[src/rtl/sdma_chan.sv]
`timescale 1ns/1ps
module sdma_chan #(
  parameter int AW      = 12,
  parameter int LEN_W   = 16,
  parameter int RST_CYC = 4,
  parameter bit RX_MODE = 1'b0
) (
  input  logic          clk,
  input  logic          rst_n,
  input  logic          reg_we,
  input  logic [4:0]    reg_addr,
  input  logic [31:0]   reg_wdata,
  output logic [31:0]   reg_rdata,
  output logic          irq,
  output logic          mem_req,
  output logic          mem_we,
  output logic [AW-1:0] mem_addr,
  output logic [31:0]   mem_wdata,
  input  logic          mem_ack,
  input  logic [31:0]   mem_rdata,
  output logic          m_valid,
  output logic [31:0]   m_data,
  output logic          m_last,
  input  logic          m_ready,
  input  logic          s_valid,
  input  logic [31:0]   s_data,
  input  logic          s_last,
  output logic          s_ready
);
  localparam int RCW = $clog2(RST_CYC + 1);
  localparam logic [4:0] A_CTL = 5'h00, A_STS = 5'h04, A_CUR = 5'h08, A_TAIL = 5'h10;

  typedef enum logic [3:0] {
    S_IDLE, S_NEXT, S_BUF, S_CTL, S_XRD, S_XOUT, S_XIN, S_XWR, S_WLEN, S_WSTS, S_DONE
  } st_t;

  st_t              st;
  logic             run, halted, lastf, rxend;
  logic [2:0]       ien, flags, fl_set, fl_clr;
  logic [AW-1:0]    cur, tail, nxt, bufa, off;
  logic [LEN_W-1:0] len, cnt, nbeats;
  logic [LEN_W+1:0] rx_bytes;
  logic [31:0]      dbuf;
  logic [RCW-1:0]   rcnt;
  logic             srst_busy, soft_wr, wr_ctl, wr_sts, wr_cur, wr_tail;
  logic             start, err_now, fin, adv, in_data;
  logic             unused_bits;

  assign srst_busy = rcnt != '0;
  assign wr_ctl  = reg_we && !srst_busy && reg_addr == A_CTL;
  assign wr_sts  = reg_we && !srst_busy && reg_addr == A_STS;
  assign wr_cur  = reg_we && !srst_busy && reg_addr == A_CUR;
  assign wr_tail = reg_we && !srst_busy && reg_addr == A_TAIL;
  assign soft_wr = wr_ctl && reg_wdata[2];

  assign nbeats   = LEN_W'(({1'b0, len} + (LEN_W+1)'(3)) >> 2);
  assign rx_bytes = {cnt, 2'b00};

  assign start   = st == S_IDLE && wr_tail && run && !halted;
  assign fin     = st == S_DONE && cur == tail;
  assign adv     = st == S_DONE && cur != tail && run;
  assign err_now = (start && cur[6:0] != '0) ||
                   (st == S_BUF && mem_ack && mem_rdata[6:0] != '0) ||
                   (adv && nxt[6:0] != '0);
  assign fl_set  = {err_now, 1'b0, st == S_DONE};
  assign fl_clr  = wr_sts ? reg_wdata[14:12] : 3'b000;

  always_comb begin
    case (st)
      S_NEXT, S_BUF, S_CTL, S_XWR, S_WLEN, S_WSTS: mem_req = 1'b1;
      S_XRD:   mem_req = cnt != nbeats;
      default: mem_req = 1'b0;
    endcase
  end

  always_comb begin
    case (st)
      S_BUF:   off = AW'(8);
      S_CTL:   off = AW'(24);
      S_WSTS:  off = AW'(28);
      S_WLEN:  off = AW'(48);
      default: off = '0;
    endcase
  end

  assign in_data   = st == S_XRD || st == S_XWR;
  assign mem_we    = st == S_XWR || st == S_WLEN || st == S_WSTS;
  assign mem_addr  = in_data ? bufa + AW'({cnt, 2'b00}) : cur + off;
  assign mem_wdata = st == S_XWR  ? dbuf :
                     st == S_WLEN ? {16'h0000, 16'(rx_bytes)} :
                     {1'b1, 5'b00000, RX_MODE ? 26'(rx_bytes) : 26'(len)};

  assign m_valid = st == S_XOUT;
  assign m_data  = dbuf;
  assign m_last  = m_valid && lastf && cnt == nbeats - 1'b1;
  assign s_ready = st == S_XIN && cnt != nbeats && !rxend;
  assign irq     = |(flags & ien);

  always_comb begin
    reg_rdata = '0;
    case (reg_addr)
      A_CTL:  begin reg_rdata[0] = run; reg_rdata[2] = srst_busy; reg_rdata[14:12] = ien; end
      A_STS:  begin reg_rdata[0] = halted; reg_rdata[1] = st == S_IDLE; reg_rdata[14:12] = flags; end
      A_CUR:  reg_rdata[AW-1:0] = cur;
      A_TAIL: reg_rdata[AW-1:0] = tail;
      default: reg_rdata = '0;
    endcase
  end

  assign unused_bits = ^reg_wdata;

  always_ff @(posedge clk or negedge rst_n) begin
    if (!rst_n) begin
      st <= S_IDLE; run <= 1'b0; halted <= 1'b1; ien <= '0; flags <= '0;
      cur <= '0; tail <= '0; nxt <= '0; bufa <= '0; len <= '0; cnt <= '0;
      lastf <= 1'b0; rxend <= 1'b0; dbuf <= '0; rcnt <= '0;
    end else if (soft_wr) begin
      st <= S_IDLE; run <= 1'b0; halted <= 1'b1; ien <= '0; flags <= '0;
      cur <= '0; tail <= '0; nxt <= '0; bufa <= '0; len <= '0; cnt <= '0;
      lastf <= 1'b0; rxend <= 1'b0; dbuf <= '0; rcnt <= RCW'(RST_CYC);
    end else begin
      if (srst_busy) rcnt <= rcnt - 1'b1;
      flags <= (flags & ~fl_clr) | fl_set;
      case (st)
        S_IDLE: begin
          if (start) st <= S_NEXT;
          else if (!run) halted <= 1'b1;
        end
        S_NEXT: if (mem_ack) begin nxt <= mem_rdata[AW-1:0]; st <= S_BUF; end
        S_BUF:  if (mem_ack) begin bufa <= mem_rdata[AW-1:0]; st <= S_CTL; end
        S_CTL:  if (mem_ack) begin
          len   <= mem_rdata[LEN_W-1:0];
          lastf <= mem_rdata[26];
          cnt   <= '0;
          rxend <= 1'b0;
          st    <= RX_MODE ? S_XIN : S_XRD;
        end
        S_XRD: begin
          if (cnt == nbeats) st <= S_WSTS;
          else if (mem_ack) begin dbuf <= mem_rdata; st <= S_XOUT; end
        end
        S_XOUT: if (m_ready) begin cnt <= cnt + 1'b1; st <= S_XRD; end
        S_XIN: begin
          if (cnt == nbeats || rxend) st <= S_WLEN;
          else if (s_valid) begin dbuf <= s_data; rxend <= s_last; st <= S_XWR; end
        end
        S_XWR:  if (mem_ack) begin cnt <= cnt + 1'b1; st <= S_XIN; end
        S_WLEN: if (mem_ack) st <= S_WSTS;
        S_WSTS: if (mem_ack) st <= S_DONE;
        S_DONE: begin
          if (fin) st <= S_IDLE;
          else if (adv) begin cur <= nxt; st <= S_NEXT; end
          else begin cur <= nxt; halted <= 1'b1; st <= S_IDLE; end
        end
        default: st <= S_IDLE;
      endcase
      if (err_now) begin halted <= 1'b1; st <= S_IDLE; end
      if (wr_ctl) begin
        run <= reg_wdata[0];
        ien <= reg_wdata[14:12];
        if (reg_wdata[0] && !err_now) halted <= 1'b0;
      end
      if (wr_cur && halted) cur <= reg_wdata[AW-1:0];
      if (wr_tail) tail <= reg_wdata[AW-1:0];
    end
  end


  memhold_chk: assert property (@(posedge clk) disable iff (!rst_n)
    mem_req && !mem_ack && !soft_wr |=> mem_req && $stable(mem_addr) && $stable(mem_we));


  strhold_chk: assert property (@(posedge clk) disable iff (!rst_n)
    m_valid && !m_ready && !soft_wr |=> m_valid && $stable(m_data) && $stable(m_last));


  haltquiet_chk: assert property (@(posedge clk) disable iff (!rst_n)
    halted |-> !mem_req && !m_valid && !s_ready);


  srstquiet_chk: assert property (@(posedge clk) disable iff (!rst_n)
    srst_busy |-> !mem_req && !m_valid && !s_ready && !irq);


  curlock_chk: assert property (@(posedge clk) disable iff (!rst_n)
    wr_cur && !halted && st == S_IDLE |=> cur == $past(cur));


  w1c_chk: assert property (@(posedge clk) disable iff (!rst_n)
    wr_sts && reg_wdata[12] && st != S_DONE |=> !reg_rdata[12] || reg_addr != A_STS);
endmodule

[config.mk]
export PLATFORM = sky130hd
export DESIGN_NAME = sdma_chan
export DESIGN_NICKNAME = d
export VERILOG_FILES = /design/src/rtl/sdma_chan.sv
export SDC_FILE = /design/constraint.sdc
export NUM_CORES = 1
export LEC_CHECK = 0
export BUFFER_PORTS_ARGS = -buffer_cell sky130_fd_sc_hd__buf_4
export CORE_MARGIN = 3
export CORE_UTILIZATION = 50
export CTS_CLUSTER_SIZE = 8
export DETAILED_ROUTE_END_ITERATION = 7
export PLACE_DENSITY = 0.73
export RECOVER_POWER = 100
export SKIP_LAST_GASP = 1
export SLEW_MARGIN = 25
export SYNTH_ARGS = -nofsm -noshare
export SYNTH_HDL_FRONTEND = slang
export SYNTH_SLANG_ARGS = --single-unit
[constraint.sdc]
create_clock -name clk -period 4.05 [get_ports clk]
set_input_delay 0.6075 -clock clk [delete_from_list [all_inputs] [get_ports clk]]
set_output_delay 0.6075 -clock clk [all_outputs]
set_load 0.05 [all_outputs]
==> out/metrics.sh <==
SYN-INSTANCE-COUNT=1100
PLACEDCELLCOUNT=1461
SYNTH.YOSYS.WARNINGS=0
AVG_VIAS_PER_CELL=5.87
WORSTSETUPPATHDEPTH=11
POST_SYNTH_INSTANCE_AREA_MM2=0.00911
FINALWEIGHTEDCONGESTION=0.949
SYNTH_LARGEST_TYPE_AREA_FRACTION_PCT=35.2
WORST-SETUP-PATH-TYPE='flip-flop to primary output'
FIRSTDRTPASSITERS=5
IO_BUFFERS=187
CLOCK_SKEW_NS=0.00938
IOS=222
POWER_FRAC_CLOCK_PCT=17.4
CLKTRANSATPATHREGS_NS=0.06
DIE_W_UM=141
FF2FF_PATH_DEPTH=9
CPPEAKSTAGEDELAY_NS=0.48
PATH_CELLS='or3_1 > nand2_1 > ha_4 > xor2_1 > xnor2_1 > nor4_1 > o2111ai_1 > nor4_1 > nand4_1 > a221oi_2 > buf_4'
CTS_MAX_PATH_BUFFERS=2
POWER_FRAC_COMB_PCT=57.1
CRIT_SLOWEST_CELL='sky130_fd_sc_hd__dfrtp_1'
WORST-PATH-MAX-FANOUT=8
DETAIL_ROUTE.WIRELENGTH_MM=27.9
NUMBER_OF_REGISTER_BITS_INFERRED_BY_SYNTHESIS=129
CLOCK_TREE_FROM_TRITONCTS='yes'
CRIT_REQUIRED_NS=3.44
START_UTIL_PCT=51.8
CTSHOLDBUFFERS=0
TIMING.FINAL.MAX_SLEW_VIOLATIONS=48
SYNTHFLOPTYPE='sky130_fd_sc_hd__dfrtp_1'
SLEW_HEADROOM_PCT=-72.7
DETAIL-ROUTE-ANTENNA-NETS=0
INTERNAL-POWER_uW=4630
WORST_HOLD_PATH.NUM_CELLS=2
GRT_SETUP_UNREPAIRED='yes'
CLKSINKCOUNT=129
SYNTH.LARGEST_AREA_CELL='sky130_fd_sc_hd__dfrtp_1'
LAYOUT.FILLER_CELLS=1661
SYNTH_SEQUENTIAL_AREA_RATIO_PCT=35.4
GRT_START_MAX_NET_PINS=62
POWER_SWITCHING_SHARE_PCT=50.6
TRANSITION_AT_THE_PIN_WITH_THE_SMALLEST_MAX_TRANSITION_SLACK_NS=2.59
CLK-INSERTION-DELAY-LATE_NS=0.43
SYN-MEAN-INSTANCE-AREA_UM2=8.28
POST-ROUTE-DRC-COUNT=0
CRIT_FAMILY='simple AND/OR/NAND/NOR gates'
PLACEABLECOREAREA_MM2=0.0176
WORST_PATH_MOST_REPEATED_CELL='sky130_fd_sc_hd__nor4_1'
FINAL-HOLD-VIOLATION-COUNT=0
POWER_DENSITY_mW_PER_MM2=852
FINALCRITPERIODSHARE_PCT=96.7
TIMING.FMAX_GHz=0.255
NNETSFINAL=1384
HTREE_NUM_LEVELS=4
DRIVE_ABOVE_1_SHARE_PCT=19.3
AVGROUTEDWIREPERCELL_UM=18.7
AREAGROWTHSYNTHTOFINISH_PCT=20.7
SYNTH.DISTINCT_CELLS=73
TOTAL_POWER_uW=9360
ANTENNA_VIOLATIONS_BEFORE_REPAIR=0
CP_DATA_ARRIVAL_TIME_NS=3.31
SITE_ROWS=48
GRT_PASS1_VIAS=8434
YS_TOP_CELLS_BY_AREA='sky130_fd_sc_hd__dfrtp_1 (35%), sky130_fd_sc_hd__nand2_1 (8.5%), sky130_fd_sc_hd__mux2_4 (4.9%)'
POWER_LEAKAGE_uW=0.00499
PERIOD_MINUS_SLACK_NS=3.92
SHARE_SEQ_OF_TOTAL_POWER_PCT=25.5
FINAL_CELLS=1494
VDD.IR_DROP.WORST_mV=1.54
CLOCK_TREE.ROOT_CELL='sky130_fd_sc_hd__clkbuf_16'
WORST-PATH-BUF-INV=1
POWER.NET_SWITCHING_uW=4740
HOLD_WS_NS=0.421
TRACK_USAGE_PCT=28.1
OUTCOME='finished with violations'
FAILED_CHECKS='capacitance limit, slew limit'
MAXCAPVIOLATIONS=1
CRITICAL_PATH.ENDPOINT_TYPE='primary output'
INSERTEDDIODECOUNT=0
CTS_INSERTED_BUFFERS=17
TOTALNEGATIVESETUPSLACK_NS=0
CRIT_PATH_START_KIND='flip-flop'
FP.DIEH_UM=141
ASYNC_FLOP_SHARE_PCT=100
GRT_PASS1_WL_MM=44.7
SYNTH_ENABLE_FLOP_CELLS=0
HP-CLASS='primary input to flip-flop'
INITIALDRTVIOLATIONCOUNT=712
GLOBALROUTE.TOTALOVERFLOW=0
SETUP_VIOL=0
DP_HPWL_MM=20.5
DIE_AREA_MM2=0.0199
ROUTE.VIAS.TOTAL=8764
[final cells by class]
| class | instances | area [um^2] | share of cell area, % |
|---|---|---|---|
| Clock inverter | 9 | 129 | 1.17 |
| Timing Repair Buffer | 217 | 1340 | 12.2 |
| Multi-Input combinational cell | 867 | 5420 | 49.3 |
| Clock buffer | 22 | 494 | 4.49 |
| Tap cell | 225 | 282 | 2.56 |
| Inverter | 25 | 97.6 | 0.887 |
| Sequential cell | 129 | 3230 | 29.4 |
[sequential cells by signal, indices dropped and copies added, names as in the netlist, 4 cells and up]
name    flops
len        16
m_data     32
nxt        12
st          4
tail       12
bufa       12
cur        12
cnt        16
[cells in the mapped netlist (14+ instances only)]
cell                       count
sky130_fd_sc_hd__a211oi_1     14
sky130_fd_sc_hd__a21oi_1      77
sky130_fd_sc_hd__a22o_1       18
sky130_fd_sc_hd__and3_1       23
sky130_fd_sc_hd__buf_4        18
sky130_fd_sc_hd__clkbuf_1     57
sky130_fd_sc_hd__dfrtp_1     128
sky130_fd_sc_hd__ha_1         17
sky130_fd_sc_hd__inv_1        23
sky130_fd_sc_hd__mux2_4       30
sky130_fd_sc_hd__mux2i_1      41
sky130_fd_sc_hd__nand2_1     206
sky130_fd_sc_hd__nand3_1      57
sky130_fd_sc_hd__nor2_1       82
sky130_fd_sc_hd__nor3_1       21
sky130_fd_sc_hd__nor4_1       17
sky130_fd_sc_hd__o21ai_0      60
sky130_fd_sc_hd__xnor2_1      26
sky130_fd_sc_hd__xor2_1       31
[timing repair]
| item | CTS | global route |
|---|---|---|
| endpoints found under the setup margin | 1 | 6 |
| gates resized for setup | 1 | 10 |
| setup buffers | 0 | 2 |
| endpoints found under the hold margin | 0 | 0 |
[kinds of logic (layout without fill, tap and decap cells)]
| logic type | count (synthesis) | count (layout) | synth area share (%) |
|---|---|---|---|
| muxes | 77 | 77 | 10.2 |
| and+or+nand+nor | 467 | 467 | 23.8 |
| DFF | 129 | 129 | 35.4 |
| buffers and inverters | 120 | 273 | 6.10 |
| AOI/OAI and AO/OA | 230 | 230 | 16.2 |
| adders and majority gates | 19 | 19 | 2.77 |
| other | 1 | 17 | 0.0412 |
| xor gates and xnor gates | 57 | 57 | 5.48 |
[worst paths after layout]
check / startpoint / end / slack (ns)
worst min-delay path: reg_wdata[2] / run / 0.42
worst min register to register: lastf / lastf / 0.51
worst max register to register: len[5] / m_data[23] / 0.74
max in group asynchronous: rst_n / st[3] / 1.12
worst max-delay path: len[1] / m_last / 0.13
min in group asynchronous: rst_n / tail[11] / 0.98
[cells in the final DEF (no fill, tap or decap), types with 13 or more instances in the layout]
cell type / Yosys / routed
sky130_fd_sc_hd__a211oi_1: 14 / 13
sky130_fd_sc_hd__a21oi_1: 77 / 77
sky130_fd_sc_hd__a22o_1: 18 / 18
sky130_fd_sc_hd__and3_1: 23 / 22
sky130_fd_sc_hd__buf_4: 18 / 133
sky130_fd_sc_hd__clkbuf_1: 57 / 66
sky130_fd_sc_hd__clkbuf_16: 0 / 17
sky130_fd_sc_hd__clkbuf_2: 0 / 17
sky130_fd_sc_hd__conb_1: 1 / 17
sky130_fd_sc_hd__dfrtp_1: 128 / 125
sky130_fd_sc_hd__ha_1: 17 / 16
sky130_fd_sc_hd__inv_1: 23 / 23
sky130_fd_sc_hd__mux2_4: 30 / 30
sky130_fd_sc_hd__mux2i_1: 41 / 41
sky130_fd_sc_hd__nand2_1: 206 / 206
sky130_fd_sc_hd__nand3_1: 57 / 57
sky130_fd_sc_hd__nor2_1: 82 / 81
sky130_fd_sc_hd__nor3_1: 21 / 21
sky130_fd_sc_hd__nor4_1: 17 / 16
sky130_fd_sc_hd__o21ai_0: 60 / 58
sky130_fd_sc_hd__xnor2_1: 26 / 26
sky130_fd_sc_hd__xor2_1: 31 / 31
[metrics by stage]
stage / setup slack, ns / area [um^2] / utilization, %
after detailed placement: 0.326 / 10600 / 60.4
after floorplan: 0.0351 / 9180 / -
after CTS: 0.0115 / 11200 / 63.9
final: 0.132 / 11000 / 62.5
after global placement: 0.423 / 10600 / 60.4
after global routing: -0.0247 / 11000 / 62.5
[power by group through the flow]
stage	sequential, uW	combinational (uW)	clock [uW]
2_1_floorplan	2670	3630	0
5_1_grt	2460	5750	1690
4_1_cts	2380	5510	1640
3_3_place_gp	2380	5410	0
6_report	2380	5350	1630
3_5_place_dp	2390	5480	0
[metal layers]
| metal | share of wire [%] | vias to the layer above | global-route usage [%] |
|---|---|---|---|
| li1 | - | 4145 | - |
| met2 | 46 | 376 | 45.0 |
| met5 | 0 | - | 0 |
| met4 | 1.3 | 0 | 6.22 |
| met3 | 8.7 | 34 | 6.65 |
| met1 | 44 | 4209 | 39.1 |
[worst reg2reg max path, cell delays in order (launching register included)]
cell                       delay, ns
sky130_fd_sc_hd__dfrtp_1        0.54
sky130_fd_sc_hd__nand4_2        0.28
sky130_fd_sc_hd__nor3_2         0.51
sky130_fd_sc_hd__a311oi_1       0.17
sky130_fd_sc_hd__a211o_1        0.30
sky130_fd_sc_hd__o211ai_2       0.15
sky130_fd_sc_hd__o211ai_4       0.17
sky130_fd_sc_hd__o21ai_4        0.14
sky130_fd_sc_hd__buf_4          0.50
sky130_fd_sc_hd__mux2_2         0.42
(Power assumes the default switching activity.)
